`src/rtl/irq_tier_pkg.sv`:
```
package irq_tier_pkg;
  localparam int LVL_COUNT = 4;
  localparam int SRC_COUNT = 4;
  localparam int ADDR_W    = 12;
  localparam int DATA_W    = 8;
  localparam int LVL_IDX_W = $clog2(LVL_COUNT);
  localparam int SET_BIT   = DATA_W - 1;
  localparam int REQ_W     = LVL_COUNT * SRC_COUNT;

  localparam logic [ADDR_W-1:0] BASE_OFF   = 12'h130;
  localparam logic [ADDR_W-1:0] LVL_STRIDE = 12'h010;
  localparam logic [ADDR_W-1:0] ENA_DELTA  = 12'h004;

  typedef enum logic [1:0] {RD_NONE, RD_STAT, RD_ENA} rdKind_e;

  typedef struct packed {
    logic [LVL_COUNT-1:0] enaWr;
    rdKind_e              rdKind;
    logic [LVL_IDX_W-1:0] rdLvl;
  } busStrb_t;
endpackage

```
`src/rtl/irq_tier_decode.sv`:
```
module irq_tier_decode
  import irq_tier_pkg::*;
(
  input  logic              clk,
  input  logic              rstN,
  input  logic [ADDR_W-1:0] busAddr,
  input  logic              busWrEn,
  output busStrb_t          strb
);
  always_comb begin
    strb = '{enaWr: '0, rdKind: RD_NONE, rdLvl: '0};
    for (int i = 0; i < LVL_COUNT; i++) begin
      if (busAddr == ADDR_W'(BASE_OFF + LVL_STRIDE * ADDR_W'(i))) begin
        strb.rdKind = RD_STAT;
        strb.rdLvl  = LVL_IDX_W'(i);
      end
      if (busAddr == ADDR_W'(BASE_OFF + LVL_STRIDE * ADDR_W'(i) + ENA_DELTA)) begin
        strb.rdKind   = RD_ENA;
        strb.rdLvl    = LVL_IDX_W'(i);
        strb.enaWr[i] = busWrEn;
      end
    end
  end

  // a write reaches at most one tier
  p_one_tier_r10: assert property (@(posedge clk) disable iff (!rstN)
    $onehot0(strb.enaWr));

  // no enable write without a bus write
  p_wr_needs_strobe_r6: assert property (@(posedge clk) disable iff (!rstN)
    !busWrEn |-> (strb.enaWr == '0));
endmodule

```
`src/rtl/irq_tier_path.sv`:
```
module irq_tier_path
  import irq_tier_pkg::*;
(
  input  logic              clk,
  input  logic              rstN,
  input  busStrb_t          strb,
  input  logic [DATA_W-1:0] busWrData,
  input  logic [REQ_W-1:0]  devReq,
  output logic [DATA_W-1:0] busRdData,
  output logic [LVL_COUNT-1:0] levelIrq
);
  logic [SRC_COUNT-1:0] syncA [LVL_COUNT];
  logic [SRC_COUNT-1:0] syncB [LVL_COUNT];
  logic [SRC_COUNT-1:0] enaQ  [LVL_COUNT];
  logic [1:0]           upCnt;

  wire [SRC_COUNT-1:0] wrMask = busWrData[SRC_COUNT-1:0];
  wire                 wrSet  = busWrData[SET_BIT];

  always_ff @(posedge clk or negedge rstN) begin
    if (!rstN)            upCnt <= '0;
    else if (upCnt != 2'd2) upCnt <= upCnt + 2'd1;
  end

  for (genvar gl = 0; gl < LVL_COUNT; gl++) begin : g_lvl
    always_ff @(posedge clk or negedge rstN) begin
      if (!rstN) begin
        syncA[gl] <= '0;
        syncB[gl] <= '0;
        enaQ[gl]  <= '0;
      end else begin
        syncA[gl] <= devReq[gl*SRC_COUNT +: SRC_COUNT];
        syncB[gl] <= syncA[gl];
        if (strb.enaWr[gl])
          enaQ[gl] <= wrSet ? (enaQ[gl] | wrMask) : (enaQ[gl] & ~wrMask);
      end
    end

    assign levelIrq[gl] = |(syncB[gl] & enaQ[gl]);

    p_ena_set_r4: assert property (@(posedge clk) disable iff (!rstN)
      (strb.enaWr[gl] && wrSet) |=> enaQ[gl] == ($past(enaQ[gl]) | $past(wrMask)));

    p_ena_clr_r5: assert property (@(posedge clk) disable iff (!rstN)
      (strb.enaWr[gl] && !wrSet) |=> enaQ[gl] == ($past(enaQ[gl]) & ~$past(wrMask)));

    p_ena_hold_r6: assert property (@(posedge clk) disable iff (!rstN)
      !strb.enaWr[gl] |=> $stable(enaQ[gl]));

    p_sync_lat_r3: assert property (@(posedge clk) disable iff (!rstN)
      (upCnt == 2'd2) |-> syncB[gl] == $past(devReq[gl*SRC_COUNT +: SRC_COUNT], 2));

    p_irq_needs_ena_r7: assert property (@(posedge clk) disable iff (!rstN)
      (enaQ[gl] == '0) |-> !levelIrq[gl]);
  end

  always_comb begin
    busRdData = '0;
    unique case (strb.rdKind)
      RD_STAT: busRdData[SRC_COUNT-1:0] = syncB[strb.rdLvl];
      RD_ENA:  busRdData[SRC_COUNT-1:0] = enaQ[strb.rdLvl];
      default: busRdData = '0;
    endcase
  end
endmodule

```
`src/rtl/irq_tier_ctrl.sv`:
```
module irq_tier_ctrl
  import irq_tier_pkg::*;
(
  input  logic                 clk,
  input  logic                 rstN,
  input  logic [ADDR_W-1:0]    busAddr,
  input  logic                 busWrEn,
  input  logic [DATA_W-1:0]    busWrData,
  output logic [DATA_W-1:0]    busRdData,
  input  logic [REQ_W-1:0]     devReq,
  output logic [LVL_COUNT-1:0] levelIrq
);
  busStrb_t strb;

  irq_tier_decode u_decode (
    .clk     (clk),
    .rstN    (rstN),
    .busAddr (busAddr),
    .busWrEn (busWrEn),
    .strb    (strb)
  );

  irq_tier_path u_path (
    .clk       (clk),
    .rstN      (rstN),
    .strb      (strb),
    .busWrData (busWrData),
    .devReq    (devReq),
    .busRdData (busRdData),
    .levelIrq  (levelIrq)
  );

  // upper readback nibble is always zero
  p_rd_upper_zero_r9: assert property (@(posedge clk) disable iff (!rstN)
    busRdData[DATA_W-1:SRC_COUNT] == '0);
endmodule

```
`config.mk`:
```
export PLATFORM = sky130hd
export DESIGN_NAME = irq_tier_ctrl
export DESIGN_NICKNAME = d
export VERILOG_FILES = /design/src/rtl/irq_tier_pkg.sv /design/src/rtl/irq_tier_decode.sv /design/src/rtl/irq_tier_path.sv /design/src/rtl/irq_tier_ctrl.sv
export SDC_FILE = /design/constraint.sdc
export NUM_CORES = 1
export LEC_CHECK = 0
export BUFFER_PORTS_ARGS = -buffer_cell sky130_fd_sc_hd__buf_2
export CORE_MARGIN = 2
export CORE_UTILIZATION = 59
export CTS_BUF_LIST = sky130_fd_sc_hd__clkbuf_4 sky130_fd_sc_hd__clkbuf_8
export DETAILED_ROUTE_END_ITERATION = 10
export GPL_ROUTABILITY_DRIVEN = 0
export GPL_TIMING_DRIVEN = 0
export PLACE_DENSITY = 0.87
export SLEW_MARGIN = 15
export SYNTH_ARGS = -nofsm -noshare
export SYNTH_HDL_FRONTEND = slang
export SYNTH_SLANG_ARGS = --single-unit
```
`constraint.sdc`:
```
create_clock -name clk -period 8.68 [get_ports clk]
set_clock_uncertainty 0.15 [all_clocks]
set_input_delay 1.736 -clock clk [delete_from_list [all_inputs] [get_ports clk]]
set_output_delay 1.736 -clock clk [all_outputs]
set_load 0.02 [all_outputs]
```
==> flow_metrics.py <==
metrics = {
    "cts": {
        "cts_resized": 0,
        "hold_buffers": 0,
        "cts_inserted_buffers": 5,
        "clock_latency_ps": 350,
        "clkSinkCount": 48,
        "clkSlewWorstSetupHoldPaths_ps": 130,
        "cts_max_level": 2,
        "tritoncts": "built",
        "post_cts_buffers": 0,
        "clock-root-buffer": "clkbuf_4",
        "clock_path_buffers": 2,
    },
    "synth": {
        "synth-seq-cells": 48,
        "synthCells": 158,
        "syn-mean-instance-area_um2": 13.0,
        "ys_types": 34,
        "syn_area_mm2": 0.00206,
        "ys_seq_area_frac": 0.583,
        "yosys_warnings": 0,
    },
    "routing": {
        "routed_via_density": 6.03,
        "drc": 0,
        "final_antenna_net_count": 0,
        "drtPass1Iterations": 4,
        "wl_um": 4360,
        "drt_iter0_drc": 62,
        "num_vias": 1557,
        "routedWlPerCell_um": 16.9,
    },
    "worst_hold_path": {
        "hold_depth": 0,
        "holdPathEnd": "u_path.syncB[3]",
        "hp-class": "flip-flop to flip-flop",
        "holdCritStartpoint": "u_path.syncA[3]",
    },
    "power": {
        "p_int_mw": 0.283,
        "clkPwrFrac": 0.300,
        "cellLeakagePower_nw": 1.16,
        "peakVddDrop_uv": 137,
        "power_frac_seq": 0.628,
        "switching_share": 0.244,
        "p_switching_mw": 0.0914,
        "p_per_area_mw_per_mm2": 155,
        "pwr-share-comb": 0.072,
    },
    "die": {
        "die_h_um": 63.1,
        "die_w_um": 63.1,
        "num_rows": 21,
        "ios": 51,
        "die-area_mm2": 0.00398,
        "coreArea_mm2": 0.00334,
        "initial_core_util": 0.618,
    },
    "setup_path": {
        "path_buf_inv": 3,
        "cp_slowest_cell": "nor4_1",
        "arrival_ps": 4060,
        "rrSetupSlack_ps": 7700,
        "crit_fanout": 4,
        "crit_family": "simple AND/OR/NAND/NOR gates",
        "startpoint": "busAddr[10]",
        "max_stage_delay_ps": 400,
        "cp.required_ps": 6790,
        "crit_type": "input pin to primary output",
        "cp-end-kind": "primary output",
        "worstRegToRegCells": 1,
        "critPathLaunchType": "input pin",
        "path_cells": "buf_2 -> nor4_1 -> nand2_1 -> nor4_1 -> inv_1 -> ha_1 -> nor2b_1 -> o221ai_1 -> o22ai_1 -> buf_2",
    },
    "place": {
        "port_buffers": 43,
        "hpwl_um": 3260,
        "dp_cells": 250,
    },
    "global_route": {
        "use_met2": 0.420,
        "grt_antenna_before_repair": 0,
        "gr-usage-met3": 0.0571,
        "grt-ovfl-total": 0,
        "grt_first_pass_wirelength_um": 7440,
        "busiest_layer": "met2",
        "grt_pass1_vias": 1530,
        "grtUsageMet1": 0.305,
        "grt_max_degree": 49,
        "grtUsageTotal": 0.249,
    },
    "layout": {
        "nets": 252,
        "area_growth_pct": 17.1,
        "num_antenna_cells": 0,
        "final_layout_size_suffix_gt1_frac": 0.368,
        "final_cell_count_no_fill": 258,
    },
    "timing": {
        "period_minus_slack_ps": 5940,
        "rsz0062_at_grt": "no",
        "drv_slew": 0,
        "fmax_mhz": 168,
        "finalHoldViolCount": 0,
        "tightestPinTransition_ps": 1010,
        "finalSetupViolCount": 0,
        "setup_tns_ps": 0,
        "holdWs_ps": 213,
        "relSlewSlack": 0.324,
        "post-route-period-util": 0.685,
    },
    "flow_run": {
        "max-cap-violations": 0,
    },
    "run_status": {
        "outcome": "completed",
    },
}
how the worst max path moves through the flow:
stage | to | slack (ps) | cells after the start
2_1_floorplan | busRdData[3] | 3190 | 8
3_3_place_gp | busRdData[3] | 2810 | 10
3_5_place_dp | busRdData[3] | 2750 | 10
4_1_cts | busRdData[3] | 2760 | 10
5_1_grt | busRdData[0] | 2550 | 10
6_report | busRdData[3] | 2740 | 10
per-stage QoR:
step | setup slack (ps) | power [mW] | instance area, µm² | utilization
3_5_place_dp | 2750 | 0.266 | 2340 | 0.703
5_1_grt | 2550 | 0.393 | 2410 | 0.723
3_3_place_gp | 2810 | 0.264 | 2340 | 0.703
4_1_cts | 2760 | 0.377 | 2410 | 0.723
6_report | 2740 | 0.374 | 2410 | 0.723
2_1_floorplan | 3190 | 0.248 | 2070 | -
Yosys cell counts:
cell	count	area share
nand4_1	4	0.012
o221ai_1	8	0.034
and3_1	8	0.024
nand3_1	1	0.0024
ha_1	2	0.012
and4_1	1	0.0043
o22ai_1	4	0.012
nor2b_1	3	0.0091
or3b_4	1	0.0055
nor4_4	2	0.021
a22oi_1	8	0.029
a211oi_1	8	0.029
and2_1	1	0.0030
nand4b_1	4	0.017
mux2_2	15	0.082
xor2_1	2	0.0085
nand4bb_1	1	0.0055
nor3b_1	1	0.0036
dfrtp_1	48	0.58
nor3_4	1	0.0079
clkbuf_1	2	0.0036
nand2_1	17	0.031
inv_1	1	0.0018
nor3_1	1	0.0024
conb_1	1	0.0018
or3_1	1	0.0030
nor4_1	2	0.0061
nor3b_2	1	0.0061
buf_2	1	0.0024
or4_4	1	0.0055
buf_6	1	0.0055
buf_4	4	0.015
or4bb_1	1	0.0055
mux2_1	1	0.0055
routing by layer:
| metal | vias to the layer above | wire length [µm] |
|---|---|---|
| met4 | 0 | 124 |
| met5 | - | 0 |
| met2 | 85 | 2200 |
| met3 | 16 | 336 |
| li1 | 704 | - |
| met1 | 752 | 1690 |
kinds of logic (layout without fill, tap and decap cells):
kind of cell               count (synthesis)  after routing  share of synthesized area
AOI/OAI and AO/OA                         28             28                      0.104
xor gates and xnor gates                   2              2                    0.00850
adders and majority gates                  2              2                     0.0121
buffers and inverters                      9             60                     0.0279
DFF                                       48             48                      0.583
muxes                                     16             16                     0.0874
other                                      1              4                    0.00182
and+or+nand+nor                           52             52                      0.175
cell type report:
type                            instances  area [µm²]
Clock buffer                            6        51.3
Buffer                                  8        53.8
Timing Repair Buffer                   43         215
Sequential cell                        48        1200
Multi-Input combinational cell        104         813
Tap cell                               46        57.6
Inverter                                1        3.75
Fill cell                             228         923
Clock inverter                          2        17.5
cells in the final DEF (no fill, tap or decap), types with 3 or more instances in the layout:
master    netlist  final
o22ai_1         4      4
mux2_2         15     15
nand2_1        17     17
nor2b_1         3      3
clkbuf_4        0      5
a211oi_1        8      8
dfrtp_1        48     48
nand4_1         4      4
o221ai_1        8      8
a22oi_1         8      8
and3_1          8      8
conb_1          1      4
buf_4           4      4
buf_2           1     44
nand4b_1        4      4
power by group through the flow:
| stage | clock (mW) | combinational [mW] | sequential, mW |
|---|---|---|---|
| after CTS | 0.116 | 0.0271 | 0.235 |
| after detailed placement | 0 | 0.0271 | 0.239 |
| after global routing | 0.127 | 0.0300 | 0.236 |
| final | 0.112 | 0.0271 | 0.235 |
| after global placement | 0 | 0.0254 | 0.238 |
| after floorplan | 0 | 0.0107 | 0.238 |
No activity file was read; power rests on OpenSTA's default activity.
